<file path="src/rtl/desc_mask_pkg.sv">
`timescale 1ns/1ps
package desc_mask_pkg;

    localparam int unsigned DESC_W = 128;
    localparam int unsigned HALF_W = DESC_W / 2;

    // single-bit sources of the two fan-out spans
    localparam int unsigned FAN128_SRC = 16;
    localparam int unsigned FAN128_LO  = 17;
    localparam int unsigned FAN128_HI  = 55;
    localparam int unsigned FAN64_SRC  = 17;
    localparam int unsigned FAN64_LO   = 18;
    localparam int unsigned FAN64_HI   = 49;

    typedef struct packed {
        logic [DESC_W-1:0] mask;
    } mreg_t;

    function automatic bit in_span(int n, int lo, int hi);
        return (n >= lo) && (n <= hi);
    endfunction

    // reserved in the low half regardless of straps
    function automatic bit resv_lo(int n);
        return (n == 0) || (n == 52) || in_span(n, 18, 49);
    endfunction

    // reserved in the upper half when wide support is present
    function automatic bit resv_hi(int n);
        return in_span(n, 64, 90) || in_span(n, 101, 107) || (n == 114) ||
               in_span(n, 119, 120) || in_span(n, 125, 126);
    endfunction

    function automatic bit feat_a_bit(int n);
        return in_span(n, 121, 124);
    endfunction

    function automatic bit feat_b_bit(int n);
        return n == 108;
    endfunction

    // fixed holes of the 128-bit effective mask
    function automatic bit hole128(int n);
        return in_span(n, 0, 1) || in_span(n, 56, 90) || in_span(n, 101, 107) ||
               (n == 114) || in_span(n, 119, 120) || in_span(n, 125, 126);
    endfunction

endpackage

</file>
<file path="src/rtl/desc_mask_legal.sv">
`timescale 1ns/1ps
module desc_mask_legal #(
    parameter int unsigned W = desc_mask_pkg::DESC_W
) (
    input  logic         wide_i,
    input  logic         feat_a_i,
    input  logic         feat_b_i,
    output logic [W-1:0] legal_o
);
    localparam int unsigned HW = W / 2;

    for (genvar n = 0; n < W; n++) begin : g_bit
        if (n < HW) begin : g_lo
            localparam bit RESV = desc_mask_pkg::resv_lo(n);
            assign legal_o[n] = !RESV;
        end else begin : g_hi
            localparam bit RESV = desc_mask_pkg::resv_hi(n);
            localparam bit IS_A = desc_mask_pkg::feat_a_bit(n);
            localparam bit IS_B = desc_mask_pkg::feat_b_bit(n);
            assign legal_o[n] = wide_i && !RESV &&
                                (IS_A ? feat_a_i : 1'b1) &&
                                (IS_B ? feat_b_i : 1'b1);
        end
    end
endmodule

</file>
<file path="src/rtl/desc_mask_eff.sv">
`timescale 1ns/1ps
module desc_mask_eff #(
    parameter int unsigned W = desc_mask_pkg::DESC_W
) (
    input  logic [W-1:0]   stored_i,
    input  logic           wide_i,
    input  logic           feat_a_i,
    input  logic           feat_b_i,
    output logic [W/2-1:0] eff64_o,
    output logic [W-1:0]   eff128_o
);
    import desc_mask_pkg::*;
    localparam int unsigned HW = W / 2;

    // 128-bit descriptor view
    for (genvar n = 0; n < W; n++) begin : g_e128
        localparam bit FAN  = in_span(n, FAN128_LO, FAN128_HI);
        localparam bit HOLE = hole128(n);
        localparam bit IS_A = feat_a_bit(n);
        localparam bit IS_B = feat_b_bit(n);
        logic src;
        assign src = FAN ? stored_i[FAN128_SRC] : stored_i[n];
        assign eff128_o[n] = src && wide_i && !HOLE &&
                             (IS_A ? feat_a_i : 1'b1) &&
                             (IS_B ? feat_b_i : 1'b1);
    end

    // 64-bit descriptor view
    for (genvar n = 0; n < HW; n++) begin : g_e64
        localparam bit FAN = in_span(n, FAN64_LO, FAN64_HI);
        assign eff64_o[n] = FAN ? stored_i[FAN64_SRC] : stored_i[n];
    end
endmodule

</file>
<file path="src/rtl/desc_mask_merge.sv">
`timescale 1ns/1ps
module desc_mask_merge #(
    parameter int unsigned W = desc_mask_pkg::DESC_W
) (
    input  logic           sel_wide_i,
    input  logic [W/2-1:0] eff64_i,
    input  logic [W-1:0]   eff128_i,
    input  logic [W-1:0]   old_i,
    input  logic [W-1:0]   new_i,
    output logic [W-1:0]   merge_o
);
    localparam int unsigned HW = W / 2;

    logic [W-1:0] sel_mask;

    always_comb begin
        sel_mask = sel_wide_i ? eff128_i : {{HW{1'b0}}, eff64_i};
        merge_o  = (old_i & ~sel_mask) | (new_i & sel_mask);
    end
endmodule

</file>
<file path="src/rtl/desc_mask_reg.sv">
`timescale 1ns/1ps
module desc_mask_reg #(
    parameter int unsigned W = desc_mask_pkg::DESC_W
) (
    input  logic           clk_i,
    input  logic           rst_ni,
    input  logic           strap_wide_i,
    input  logic           strap_feat_a_i,
    input  logic           strap_feat_b_i,
    input  logic           lo_wr_i,
    input  logic           full_wr_i,
    input  logic [W-1:0]   wdata_i,
    output logic [W/2-1:0] rd_lo_o,
    output logic [W-1:0]   rd_full_o,
    output logic [W/2-1:0] eff64_o,
    output logic [W-1:0]   eff128_o,
    input  logic           merge_wide_i,
    input  logic [W-1:0]   merge_old_i,
    input  logic [W-1:0]   merge_new_i,
    output logic [W-1:0]   merge_o
);
    import desc_mask_pkg::*;
    localparam int unsigned HW = W / 2;

    mreg_t        st_d, st_q;
    logic [W-1:0] legal;
    logic [W-1:0] visible;

    desc_mask_legal #(.W(W)) u_legal (
        .wide_i  (strap_wide_i),
        .feat_a_i(strap_feat_a_i),
        .feat_b_i(strap_feat_b_i),
        .legal_o (legal)
    );

    always_comb begin
        st_d = st_q;
        if (full_wr_i && strap_wide_i) begin
            st_d.mask = wdata_i & legal;
        end else if (lo_wr_i) begin
            st_d.mask = {st_q.mask[W-1:HW], wdata_i[HW-1:0]} & legal;
        end
    end

    always_ff @(posedge clk_i or negedge rst_ni) begin
        if (!rst_ni) begin
            st_q <= '0;
        end else begin
            st_q <= st_d;
        end
    end

    // re-mask on read so a strap change never exposes a stale bit
    assign visible   = st_q.mask & legal;
    assign rd_full_o = visible;
    assign rd_lo_o   = visible[HW-1:0];

    desc_mask_eff #(.W(W)) u_eff (
        .stored_i(visible),
        .wide_i  (strap_wide_i),
        .feat_a_i(strap_feat_a_i),
        .feat_b_i(strap_feat_b_i),
        .eff64_o (eff64_o),
        .eff128_o(eff128_o)
    );

    desc_mask_merge #(.W(W)) u_merge (
        .sel_wide_i(merge_wide_i),
        .eff64_i   (eff64_o),
        .eff128_i  (eff128_o),
        .old_i     (merge_old_i),
        .new_i     (merge_new_i),
        .merge_o   (merge_o)
    );
endmodule

</file>
<file path="config.mk">
export PLATFORM = sky130hd
export DESIGN_NAME = desc_mask_reg
export DESIGN_NICKNAME = d
export VERILOG_FILES = /design/src/rtl/desc_mask_pkg.sv /design/src/rtl/desc_mask_legal.sv /design/src/rtl/desc_mask_eff.sv /design/src/rtl/desc_mask_merge.sv /design/src/rtl/desc_mask_reg.sv
export SDC_FILE = /design/constraint.sdc
export NUM_CORES = 1
export LEC_CHECK = 0
export BUFFER_PORTS_ARGS = -buffer_cell sky130_fd_sc_hd__buf_2
export CORE_AREA = 2 2 354 356
export DETAILED_ROUTE_END_ITERATION = 6
export DIE_AREA = 0 0 356 358
export MAX_ROUTING_LAYER = met4
export PLACE_DENSITY_LB_ADDON = 0.25
export SLEW_MARGIN = 0
export SYNTH_ARGS = -nofsm -noshare
export SYNTH_HDL_FRONTEND = slang
export SYNTH_SLANG_ARGS = --single-unit
</file>
<file path="constraint.sdc">
create_clock -name clk_i -period 4 [get_ports clk_i]
set_clock_uncertainty 0.15 [all_clocks]
set_input_delay 0.4 -clock clk_i [delete_from_list [all_inputs] [get_ports clk_i]]
set_output_delay 0.4 -clock clk_i [all_outputs]
set_load 0.02 [all_outputs]
</file>
## Word level (Yosys, flattened, before mapping)

Index checks and enable logic that the tools add are counted.

- Bits of input ports: 392
- Output and inout bits: 512
- Word-level logic and storage cells: 60
- Bits in registers: 128

- Mux-type cells: 3
- Reductions and logical operators: 49
- Bitwise logic cells: 7

Operators by type and width:

| operator | number |
|---|---|
| AND 128 bit | 5 |
| 2-to-1 mux 128 bit | 3 |
| inverter 128 bit | 1 |
| bitwise OR 128 bit | 1 |
| logical AND 1 bit | 48 |
| nonzero test 2 bit | 1 |

## Longest topological paths before layout

Gate-level depths: netlist (run 1).

- Depth after elaboration: 8
- Mapped depth: 6
- Depth with buffers taken out: 3

## Hierarchy

From an unflattened synthesis (run 1), not the netlist that was laid out.

- Cell total of the unflattened synthesis: 1402
- Area total of the unflattened synthesis: 11905.2 um^2

By module, submodules not included:

| module | times used | seq. area each (um^2) | area an instance (um^2) | cells each |
|---|---|---|---|---|
| desc_mask_reg | 1 | 3203.1 | 7093.1 | 805 |
| desc_mask_merge | 1 | 0.0 | 2431.1 | 270 |
| desc_mask_eff | 1 | 0.0 | 1415.1 | 197 |
| desc_mask_legal | 1 | 0.0 | 965.9 | 130 |

## Worst setup path before layout (run 1)

OpenSTA, ideal clock, no wires.

- Path type: input-to-output
- From: input port strap_wide_i
- To: output port eff128_o[17]
- Setup slack: 1279 ps
- Data arrival time: 2171 ps
- Stages: 6
- Path buffers: 5
- Data required time: 3450 ps
- Cell sequence: buf_4 > buf_6 > buf_2 > clkbuf_1 > and2_1 > buf_4

- Longest elaborated chain between the ends: 1

Ends and longest elaborated chain:

| element | RTL line | RTL |
|---|---|---|
| start: declaration | desc_mask_reg.sv:7 | `input logic strap_wide_i,` |
| logical AND 1 bit | n/a |  |
| end: declaration | desc_mask_reg.sv:16 | `output logic [W-1:0] eff128_o,` |

No other way between the ends.

## Worst setup path after layout (run 1)

- From: register st_q[17] (netlist bit)
- To: output port merge_o[17]

- Longest elaborated chain between the ends: 5
- Elaborated cells between the ends (all ways): 6
- Those cells by class: 1 x mux; 5 x bitwise

Ends and longest elaborated chain:

| element | RTL line | RTL |
|---|---|---|
| start: declaration | desc_mask_reg.sv:25 | `mreg_t st_d, st_q;` |
| start signal: assignment | desc_mask_reg.sv:49 | `st_q <= st_d;` |
| AND 128 bit * | desc_mask_reg.sv:54 | `assign visible = st_q.mask & legal;` |
| 2-to-1 mux 128 bit * | desc_mask_merge.sv:17 | `sel_mask = sel_wide_i ? eff128_i : {{HW{1'b0}}, eff64_i};` |
| inverter 128 bit | desc_mask_merge.sv:18 | `merge_o = (old_i & ~sel_mask) \| (new_i & sel_mask);` |
| AND 128 bit | desc_mask_merge.sv:18 |  |
| bitwise OR 128 bit * | desc_mask_merge.sv:18 |  |
| end: declaration | desc_mask_reg.sv:20 | `output logic [W-1:0] merge_o` |

Every way passes the cells marked *; elsewhere a longest branch is shown, timed or not.

==> flow_summary.json, run 1 <==
{
  "max_stage_delay_ns": 0.72,
  "critPathCapture": "merge_o[17]",
  "synth_area_leaders": "buf_4 (40%), mux2_2 (23%), dfrtp_1 (20%)",
  "ys.flop_type": "dfrtp_1",
  "ir_drop_uv": 152,
  "async_flop_share_pct": 100,
  "clockBufferDepth": 2,
  "cts_tree": "done",
  "reg_top3": "st_q: 55 flops",
  "outcome": "finished clean",
  "gp_congestion": 0.707,
  "cts_hold_buf": 0,
  "start_util_pct": 5.59,
  "synth_cells": 787,
  "cp_top_family": "compound AO/OA/AOI/OAI gates",
  "postRouteAntennaNets": 0,
  "p_per_area_nw_per_um2": 262,
  "cts_made_buffers": 5,
  "post_cts_resized": 0,
  "synth_simple_gate_area_share_pct": 12.4,
  "htreeDepth": 2,
  "drtIter0Drc": 94,
  "dpl-instance-area_um2": 9560,
  "drive_gt1_share_pct": 63.4,
  "grtUsageTotal_pct": 5.26,
  "post_synth_instance_area_um2": 6890,
  "ys_seq_elements": 55,
  "setup_viol": 0,
  "grt_overflow": 0,
  "synth_top_family_by_area": "buffers and inverters",
  "min_period_ns": 2.95,
  "antenna_found_initial": 25,
  "top_register": "st_q",
  "slew_violations": 0,
  "endpoint_kind": "output pin",
  "postCtsSetupBuffers": 0,
  "synth_commonest_cells": "buf_4 (366), mux2_2 (139), nand2_1 (62)",
  "root_buffer": "clkbuf_16",
  "largest_register_ffs": 55,
  "critPathBufInv": 3,
  "worstPathRequired_ns": 3.45,
  "p_leak_nw": 4.65,
  "synth_warnings": 0,
  "grt_pass1_wl_um": 43600,
  "core_area_um2": 123000,
  "hold_violations": 0,
  "r2r_end": "st_q[1]$_DFFE_PN0P_",
  "synth_cell_type_count": 20,
  "path_max_fanout": 23,
  "wl_met2_um": 16600,
  "wl_met1_um": 14700,
  "met3_length_um": 3120,
  "dieWidth_um": 356,
  "grt_pass1_vias": 5199,
  "drt-pass1-iter-count": 4,
  "maxCapViolCount": 0,
  "startpoint": "st_q[17]$_DFFE_PN0P_",
  "via_count": 5883,
  "setup.worst_path.class": "flip-flop to output pin",
  "placed_cells": 2758,
  "fmax_mhz": 339,
  "grt_max_degree": 69,
  "synth.most_common_cell": "buf_4",
  "boundaryPins": 904,
  "wl_per_cell_um": 12.8,
  "start_kind": "flip-flop",
  "clk_latency_ns": 0.34,
  "synth-xor-area-share_pct": 0,
  "die-height_um": 358,
  "totalWireLength_um": 35400,
  "synth_top_cell_by_area": "buf_4",
  "dieArea_um2": 127000,
  "yosys.area_share.adder_pct": 0,
  "top_layer": "met4",
  "ys_seq_area_share_pct": 20.0,
  "path_depth": 5,
  "hold_class": "input port to asynchronous set/reset pin",
  "via_per_inst": 2.12,
  "nets": 1520,
  "r2r-start": "st_q[1]$_DFFE_PN0P_",
  "finalCritPeriodShare_pct": 73.7,
  "worst_pin_slew_ns": 1.17,
  "grt_setup_unrepaired": "no",
  "relSlewSlack_pct": 21.4,
  "postSynthAreaPerCell_um2": 8.76,
  "cp_slowest_cell": "o21ai_4",
  "place_hpwl_um": 30100,
  "route.detailed.drc": 0,
  "reg2reg_slack_ns": 2.68,
  "crit_arrival_ns": 2.40,
  "nFillCells": 14557,
  "cts.sinks": 55,
  "final_area_um2": 9740,
  "synth_top_area_share_pct": 39.9,
  "rows": 129,
  "path_cells": "inv_1 > o21ai_4 > buf_4 > mux2_2 > buf_2",
  "r2r_cells": 1,
  "synthMuxAreaShare_pct": 23.3,
  "layout.cells.non_filler": 2774,
  "synth_compound_area_share_pct": 2.50,
  "synth_edf_count": 0,
  "clk_pin_slew_worst_paths_ns": 0.10,
  "port_buffers": 552,
  "fin_tns_setup_ns": 0,
  "area_delta_synth_final_pct": 41.4
}
## cell families after synthesis
kind of cell           after synthesis
AOI/OAI and AO/OA                   32
buffers and inverters              395
DFF                                 55
muxes                              143
other                                1
and+or+nand+nor                    161
## where the power goes
group	leakage (nW)	internal (mW)	switching [mW]
Sequential	0.677	0.607	0.108
Combinational	3.90	0.445	0.833
Clock	0.0772	0.245	0.319
Total	4.65	1.30	1.26
## cell type report
type | count | area [µm²] | area share (%)
Antenna cell | 8 | 20.0 | 0.205
Clock buffer | 5 | 125 | 1.28
Clock inverter | 3 | 33.8 | 0.347
Inverter | 6 | 22.5 | 0.231
Multi-Input combinational cell | 494 | 3240 | 33.3
Sequential cell | 55 | 1380 | 14.1
Tap cell | 1637 | 2050 | 21.0
Timing Repair Buffer | 566 | 2880 | 29.5
## worst min-delay path by stage
| stage | startpoint | endpoint | slack [ns] | depth (start not counted) |
|---|---|---|---|---|
| finish | rst_ni | st_q[109]$_DFFE_PN0P_ | 0.03 | 1 |
| CTS | rst_ni | st_q[110]$_DFFE_PN0P_ | 0.06 | 1 |
| global placement | st_q[61]$_DFFE_PN0P_ | st_q[61]$_DFFE_PN0P_ | 0.35 | 1 |
| detailed placement | st_q[61]$_DFFE_PN0P_ | st_q[61]$_DFFE_PN0P_ | 0.35 | 1 |
| global route | wdata_i[8] | st_q[8]$_DFFE_PN0P_ | 0.09 | 2 |
| floorplan | rst_ni | st_q[100]$_DFFE_PN0P_ | -0.05 | 0 |
## metrics by stage
stage	power [mW]	setup slack, ns	hold slack, ns	utilization, %
6_report	2.56	1.05	0.0274	7.90
5_1_grt	2.76	0.820	0.0894	7.89
4_1_cts	2.68	0.868	0.0603	7.88
3_5_place_dp	2.04	0.871	0.350	7.76
3_3_place_gp	2.05	0.889	0.347	7.76
2_1_floorplan	1.85	1.28	-0.0456	-
## per-layer routing
metal	up-vias	GRT usage [%]
met5	-	-
met2	441	8.41
met4	0	1.93
met3	48	1.54
met1	2685	6.23
li1	2709	-
## cells in the final DEF, fill, tap and decap left out, drive strengths merged
| cell type | netlist | layout |
|---|---|---|
| nand4 | 3 | 3 |
| clkbuf | 10 | 5 |
| dfrtp | 55 | 55 |
| conb | 1 | 158 |
| nand2b | 21 | 21 |
| a21oi | 1 | 1 |
| nand2 | 62 | 62 |
| mux2i | 4 | 4 |
| diode | 0 | 8 |
| clkinv | 0 | 2 |
| nor2b | 9 | 9 |
| and3 | 10 | 10 |
| nand3 | 1 | 1 |
| o21ai | 30 | 30 |
| and2 | 55 | 55 |
| a32o | 1 | 1 |
| buf | 379 | 566 |
| inv | 6 | 7 |
| mux2 | 139 | 139 |
No activity file was read; power rests on OpenSTA's default activity.
==> inputs of run 2 (changes only) <==
--- a/config.mk
+++ b/config.mk
@@ -5,10 +5,11 @@
 export SDC_FILE = /design/constraint.sdc
 export NUM_CORES = 1
 export LEC_CHECK = 0
+export ABC_AREA = 1
 export BUFFER_PORTS_ARGS = -buffer_cell sky130_fd_sc_hd__buf_2
-export CORE_AREA = 2 2 354 356
+export CORE_AREA = 2 2 355 357
 export DETAILED_ROUTE_END_ITERATION = 6
-export DIE_AREA = 0 0 356 358
+export DIE_AREA = 0 0 357 359
 export MAX_ROUTING_LAYER = met4
 export PLACE_DENSITY_LB_ADDON = 0.25
 export SLEW_MARGIN = 0
==> constraint.sdc (replaced) <==
create_clock -name clk_i -period 3.1 [get_ports clk_i]
set_clock_uncertainty 0.15 [all_clocks]
set_input_delay 0.31 -clock clk_i [delete_from_list [all_inputs] [get_ports clk_i]]
set_output_delay 0.31 -clock clk_i [all_outputs]
set_load 0.02 [all_outputs]
==> run 2 against run 1 <==
Against the previous run: sequential power rose by 26%; clock power increased by 27%; worst setup slack lost 0.66 ns; synthesized cell count increased by 37%; routed wire length is 21% higher; cell count grew 13%; flip-flop and latch count unchanged; sequential share of layout area decreased by 0.54 points; global-route usage is 1.2 points higher; power increased by 29%; first-iteration DRC count grew 140%; critical path type unchanged; die area rose by 0.56%.
==> flow_summary.json, run 2 <==
{
  "fin_tns_setup_ns": 0,
  "dieWidth_um": 357,
  "top_register": "st_q",
  "postSynthAreaPerCell_um2": 6.42,
  "dpl-instance-area_um2": 9610,
  "core_area_um2": 125000,
  "path_max_fanout": 26,
  "synth_area_leaders": "buf_4 (39%), nand2_1 (21%), dfrtp_1 (20%)",
  "antenna_found_initial": 27,
  "cts_made_buffers": 5,
  "post_synth_instance_area_um2": 6930,
  "grt_setup_unrepaired": "no",
  "totalWireLength_um": 42800,
  "grtUsageTotal_pct": 6.49,
  "via_count": 7306,
  "route.detailed.drc": 0,
  "totalPowerFinal_mw": 3.30,
  "hold-worst-slack_ns": 0.0383,
  "slew_violations": 0,
  "cts.sinks": 55,
  "cts_tree": "done",
  "rows": 130,
  "crit_top_cell": "nand2_1",
  "synth_warnings": 0,
  "place_hpwl_um": 36700,
  "final_cell_mix": "buf_2 (550), nand2_1 (379), conb_1 (158), nand3_1 (136), inv_1 (65)",
  "postCtsSetupBuffers": 0,
  "async_flop_share_pct": 100,
  "min_period_ns": 2.71,
  "postRouteAntennaNets": 0,
  "start_kind": "flip-flop",
  "root_buffer": "clkbuf_16",
  "endpoint_kind": "output pin",
  "nFillCells": 14950,
  "cts_hold_buf": 31,
  "synth_commonest_cells": "nand2_1 (379), buf_4 (362), nand3_1 (136)",
  "grt_pass1_wl_um": 55300,
  "final_common_cell": "buf_2",
  "ys_seq_area_share_pct": 19.9,
  "post_cts_resized": 0,
  "synth_cells": 1080,
  "grt_overflow": 0,
  "p_per_area_nw_per_um2": 326,
  "finalCritPeriodShare_pct": 87.3,
  "final_area_um2": 10100,
  "wl_per_cell_um": 13.7,
  "grt_pass1_vias": 6841,
  "fmax_mhz": 369,
  "synth.most_common_cell": "nand2_1",
  "worst_pin_slew_ns": 1.01,
  "nets": 1845,
  "relSlewSlack_pct": 32.8,
  "ys.flop_type": "dfrtp_1",
  "synth_top_cell_by_area": "buf_4",
  "grt_max_degree": 56,
  "boundaryPins": 904,
  "outcome": "finished clean",
  "worstPathRequired_ns": 2.64,
  "gp_congestion": 0.732,
  "start_util_pct": 5.56,
  "port_buffers": 552,
  "ys_seq_elements": 55,
  "via_per_inst": 2.34,
  "clk_pin_slew_worst_paths_ns": 0.10,
  "drt-pass1-iter-count": 5,
  "path_cells": "nand3_4 > nand2_2 > buf_4 > nand2_1 > nand2_1 > buf_2",
  "max_stage_delay_ns": 0.57,
  "cp_slowest_cell": "dfrtp_1",
  "synth_cell_type_count": 18,
  "die-height_um": 359,
  "clockBufferDepth": 2,
  "area_delta_synth_final_pct": 46.1,
  "htreeDepth": 2,
  "ir_drop_uv": 210,
  "clk_latency_ns": 0.35,
  "largest_register_ffs": 55,
  "crit_arrival_ns": 2.25,
  "hold_violations": 0,
  "drive_gt1_share_pct": 40.9,
  "maxCapViolCount": 0,
  "synth_edf_count": 0,
  "setup_viol": 0,
  "postLayoutCoreUtil_pct": 8.13,
  "setup.worst_path.class": "flip-flop to output pin",
  "hold_class": "input port to flip-flop",
  "reg_top3": "st_q: 55 flops",
  "p_leak_nw": 5.80,
  "dieArea_um2": 128000,
  "drtIter0Drc": 224,
  "synth_top_area_share_pct": 39.2
}
## run 2: worst max-delay path: cells and delay by family (launching register included)
kind,cells,cell delay (ns)
flip-flops,1,0.57
buffers and inverters,2,0.52
AND/OR/NAND/NOR,4,0.77
## run 2: report_power, final
part	switching [mW]	leakage, nW	internal (mW)
sequential	0.123	0.691	0.780
combinational	1.18	5.04	0.504
clock	0.406	0.0676	0.309
## run 2: worst paths after layout
| check | cells past startpoint | slack [ns] | endpoint | startpoint |
|---|---|---|---|---|
| setup / recovery | 6 | 0.39 | merge_o[25] | st_q[16]$_DFFE_PN0P_ |
| hold / removal | 3 | 0.04 | st_q[111]$_DFFE_PN0P_ | wdata_i[111] |
| setup reg to reg | 4 | 1.87 | st_q[95]$_DFFE_PN0P_ | st_q[95]$_DFFE_PN0P_ |
| hold reg to reg | 2 | 0.39 | st_q[97]$_DFFE_PN0P_ | st_q[97]$_DFFE_PN0P_ |
| max in group asynchronous | 2 | 1.68 | st_q[51]$_DFFE_PN0P_ | rst_ni |
| min in group asynchronous | 2 | 0.50 | st_q[92]$_DFFE_PN0P_ | rst_ni |
## run 2: cell type report
type | count | area, µm² | area share, %
timing repair buffer | 608 | 3290 | 32.5
clock buffer | 6 | 129 | 1.27
inverter | 68 | 258 | 2.55
tap | 1650 | 2060 | 20.4
multi-input combinational | 715 | 2940 | 29.0
antenna | 23 | 57.6 | 0.568
sequential | 55 | 1380 | 13.6
clock inverter | 2 | 16.3 | 0.161
## run 2: routing by layer
layer	up-vias	track usage (%)	wire [µm]
met5	-	-	0
met1	3198	7.42	17500
met3	42	2.82	4980
met2	493	10.4	19600
li1	3573	-	-
met4	0	1.43	773
## run 2: logic make-up (layout without fill, tap and decap cells)
kind of cell	count (synthesis)	in the layout	share of synthesized area, %
AOI/OAI and AO/OA	20	20	1.44
buffers and inverters	467	684	46.3
DFF	55	55	19.9
other	1	181	0.0541
and+or+nand+nor	537	537	32.3
## run 2: per-stage QoR
step                      instances  setup slack (ns)
after floorplan                1237             0.914
after global placement         3065             0.505
after detailed placement       3065             0.511
after CTS                      3104             0.154
after global routing           3119             0.117
final                          3127             0.392
==> inputs of run 3 (changes only) <==
--- a/config.mk
+++ b/config.mk
@@ -7,12 +7,12 @@
 export LEC_CHECK = 0
 export ABC_AREA = 1
 export BUFFER_PORTS_ARGS = -buffer_cell sky130_fd_sc_hd__buf_2
-export CORE_AREA = 2 2 355 357
+export CORE_AREA = 5 5 348 350
 export DETAILED_ROUTE_END_ITERATION = 6
-export DIE_AREA = 0 0 357 359
+export DIE_AREA = 0 0 353 355
 export MAX_ROUTING_LAYER = met4
 export PLACE_DENSITY_LB_ADDON = 0.25
-export SLEW_MARGIN = 0
+export SLEW_MARGIN = 20
 export SYNTH_ARGS = -nofsm -noshare
 export SYNTH_HDL_FRONTEND = slang
 export SYNTH_SLANG_ARGS = --single-unit
==> run 3 against run 2 <==
Against the previous run: flip-flop and latch count did not move; non-clock buffer count unchanged; sequential share of layout area up 0.23 points; clock power is 3.9% lower; power down 0.42%; design area down 1.7%; combinational power about the same; critical path type unchanged; clock-buffer cell count is 1 lower.
==> flow_summary.json, run 3 (synthesis gave the netlist of run 2 again) <==
{
  "outcome": "finished clean",
  "fmax_mhz": 414,
  "slew_violations": 0,
  "met3_length_um": 5130,
  "grt_overflow": 0,
  "placed_cells": 2948,
  "top_register": "st_q",
  "setup_viol": 0,
  "path_max_fanout": 25,
  "worstPathRequired_ns": 2.64,
  "largest_register_ffs": 55,
  "hold_violations": 0,
  "dieWidth_um": 353,
  "htreeDepth": 2,
  "dp_slack_ns": 0.522,
  "worst_pin_slew_ns": 0.949,
  "post_cts_resized": 0,
  "grtUsageTotal_pct": 6.75,
  "drt-pass1-iter-count": 5,
  "p_per_area_nw_per_um2": 330,
  "final_common_cell": "buf_2",
  "maxCapViolCount": 0,
  "area_delta_synth_final_pct": 43.7,
  "hold-worst-slack_ns": 0.0366,
  "power.internal_mw": 1.59,
  "wl_met1_um": 17100,
  "power_frac_comb_pct": 51.6,
  "nFillCells": 14037,
  "cts_hold_buf": 34,
  "clk_pin_slew_worst_paths_ns": 0.10,
  "antenna_found_initial": 22,
  "boundaryPins": 904,
  "layout.cells.non_filler": 3004,
  "ir_drop_uv": 201,
  "clk_latency_ns": 0.34,
  "p_leak_nw": 5.80,
  "totalPowerFinal_mw": 3.29,
  "grt_max_degree": 56,
  "cts_made_buffers": 5,
  "route.detailed.drc": 0,
  "clockBufferDepth": 2,
  "netSwitchingFraction_pct": 51.6,
  "reg_top3": "st_q: 55 flops",
  "via_count": 7390,
  "wl_met2_um": 20700,
  "p_switching_mw": 1.70,
  "postRouteAntennaNets": 0,
  "min_period_ns": 2.42,
  "endpoint_kind": "output pin",
  "core_area_um2": 117000,
  "totalWireLength_um": 44100,
  "crit_arrival_ns": 1.96,
  "hold_class": "input port to flip-flop",
  "via_per_inst": 2.46,
  "p_seq_share_pct": 27.5,
  "setup.worst_path.class": "flip-flop to output pin",
  "regArea_um2": 1380,
  "final_area_um2": 9960,
  "cts_tree": "done",
  "gp_congestion": 0.825,
  "final_cell_mix": "buf_2 (550), nand2_1 (379), conb_1 (158), nand3_1 (136), inv_1 (65)",
  "dpl-instance-area_um2": 9440,
  "grt_pass1_wl_um": 57800,
  "fin_ws_ns": 0.682,
  "wl_per_cell_um": 14.7,
  "port_buffers": 552,
  "postLayoutCoreUtil_pct": 8.48,
  "place_hpwl_um": 38000,
  "rows": 126,
  "multi_input_area_um2": 2940,
  "reg2reg_slack_ns": 1.73,
  "top_layer": "met4",
  "drtIter0Drc": 325,
  "relSlewSlack_pct": 36.7,
  "start_kind": "flip-flop",
  "postCtsSetupBuffers": 0,
  "cts.sinks": 55,
  "grt_setup_unrepaired": "no",
  "start_util_pct": 5.90,
  "root_buffer": "clkbuf_16",
  "nets": 1845,
  "p_clk_share_pct": 20.9,
  "dieArea_um2": 125000,
  "drive_gt1_share_pct": 40.7,
  "fin_tns_setup_ns": 0,
  "grt_pass1_vias": 7394,
  "finalCritPeriodShare_pct": 78.0,
  "die-height_um": 355
}
-- run 3: final cells by class --
| cell class | instances | share of cell area (%) |
|---|---|---|
| Tap cell | 1536 | 19.3 |
| Sequential cell | 55 | 13.8 |
| Clock buffer | 5 | 1.26 |
| Multi-Input combinational cell | 715 | 29.5 |
| Inverter | 68 | 2.59 |
| Timing Repair Buffer | 608 | 33.0 |
| Clock inverter | 3 | 0.226 |
| Antenna cell | 14 | 0.352 |
-- run 3: final timing paths --
check                                       from                     to  cells past startpoint
setup / recovery            st_q[16]$_DFFE_PN0P_            merge_o[27]                      6
hold / removal                      wdata_i[100]  st_q[100]$_DFFE_PN0P_                      3
setup reg to reg            st_q[51]$_DFFE_PN0P_   st_q[51]$_DFFE_PN0P_                      3
hold reg to reg            st_q[117]$_DFFE_PN0P_  st_q[117]$_DFFE_PN0P_                      2
max in group asynchronous                 rst_ni   st_q[59]$_DFFE_PN0P_                      2
min in group asynchronous                 rst_ni   st_q[92]$_DFFE_PN0P_                      2
-- run 3: power by group through the flow --
stage               logic [mW]  registers, mW  clock network [mW]
floorplan                 1.48          0.863                   0
global placement          1.70          0.926                   0
detailed placement        1.69          0.925                   0
CTS                       1.73          0.912               0.777
global route              1.84          0.923               0.781
finish                    1.70          0.903               0.687
-- run 3: metal layers --
| metal | up-vias | GRT usage, % |
|---|---|---|
| met5 | - | - |
| met4 | 0 | 1.71 |
| met3 | 57 | 2.92 |
| met2 | 491 | 11.2 |
| met1 | 3282 | 7.51 |
| li1 | 3560 | - |
-- run 3: critical path, stage by stage, from the launching register on --
cell and delay [ns]:
dfrtp_1 0.43, nand3_4 0.10, nand2_2 0.50, buf_4 0.29
nand2_1 0.07, nand2_1 0.06, buf_2 0.17
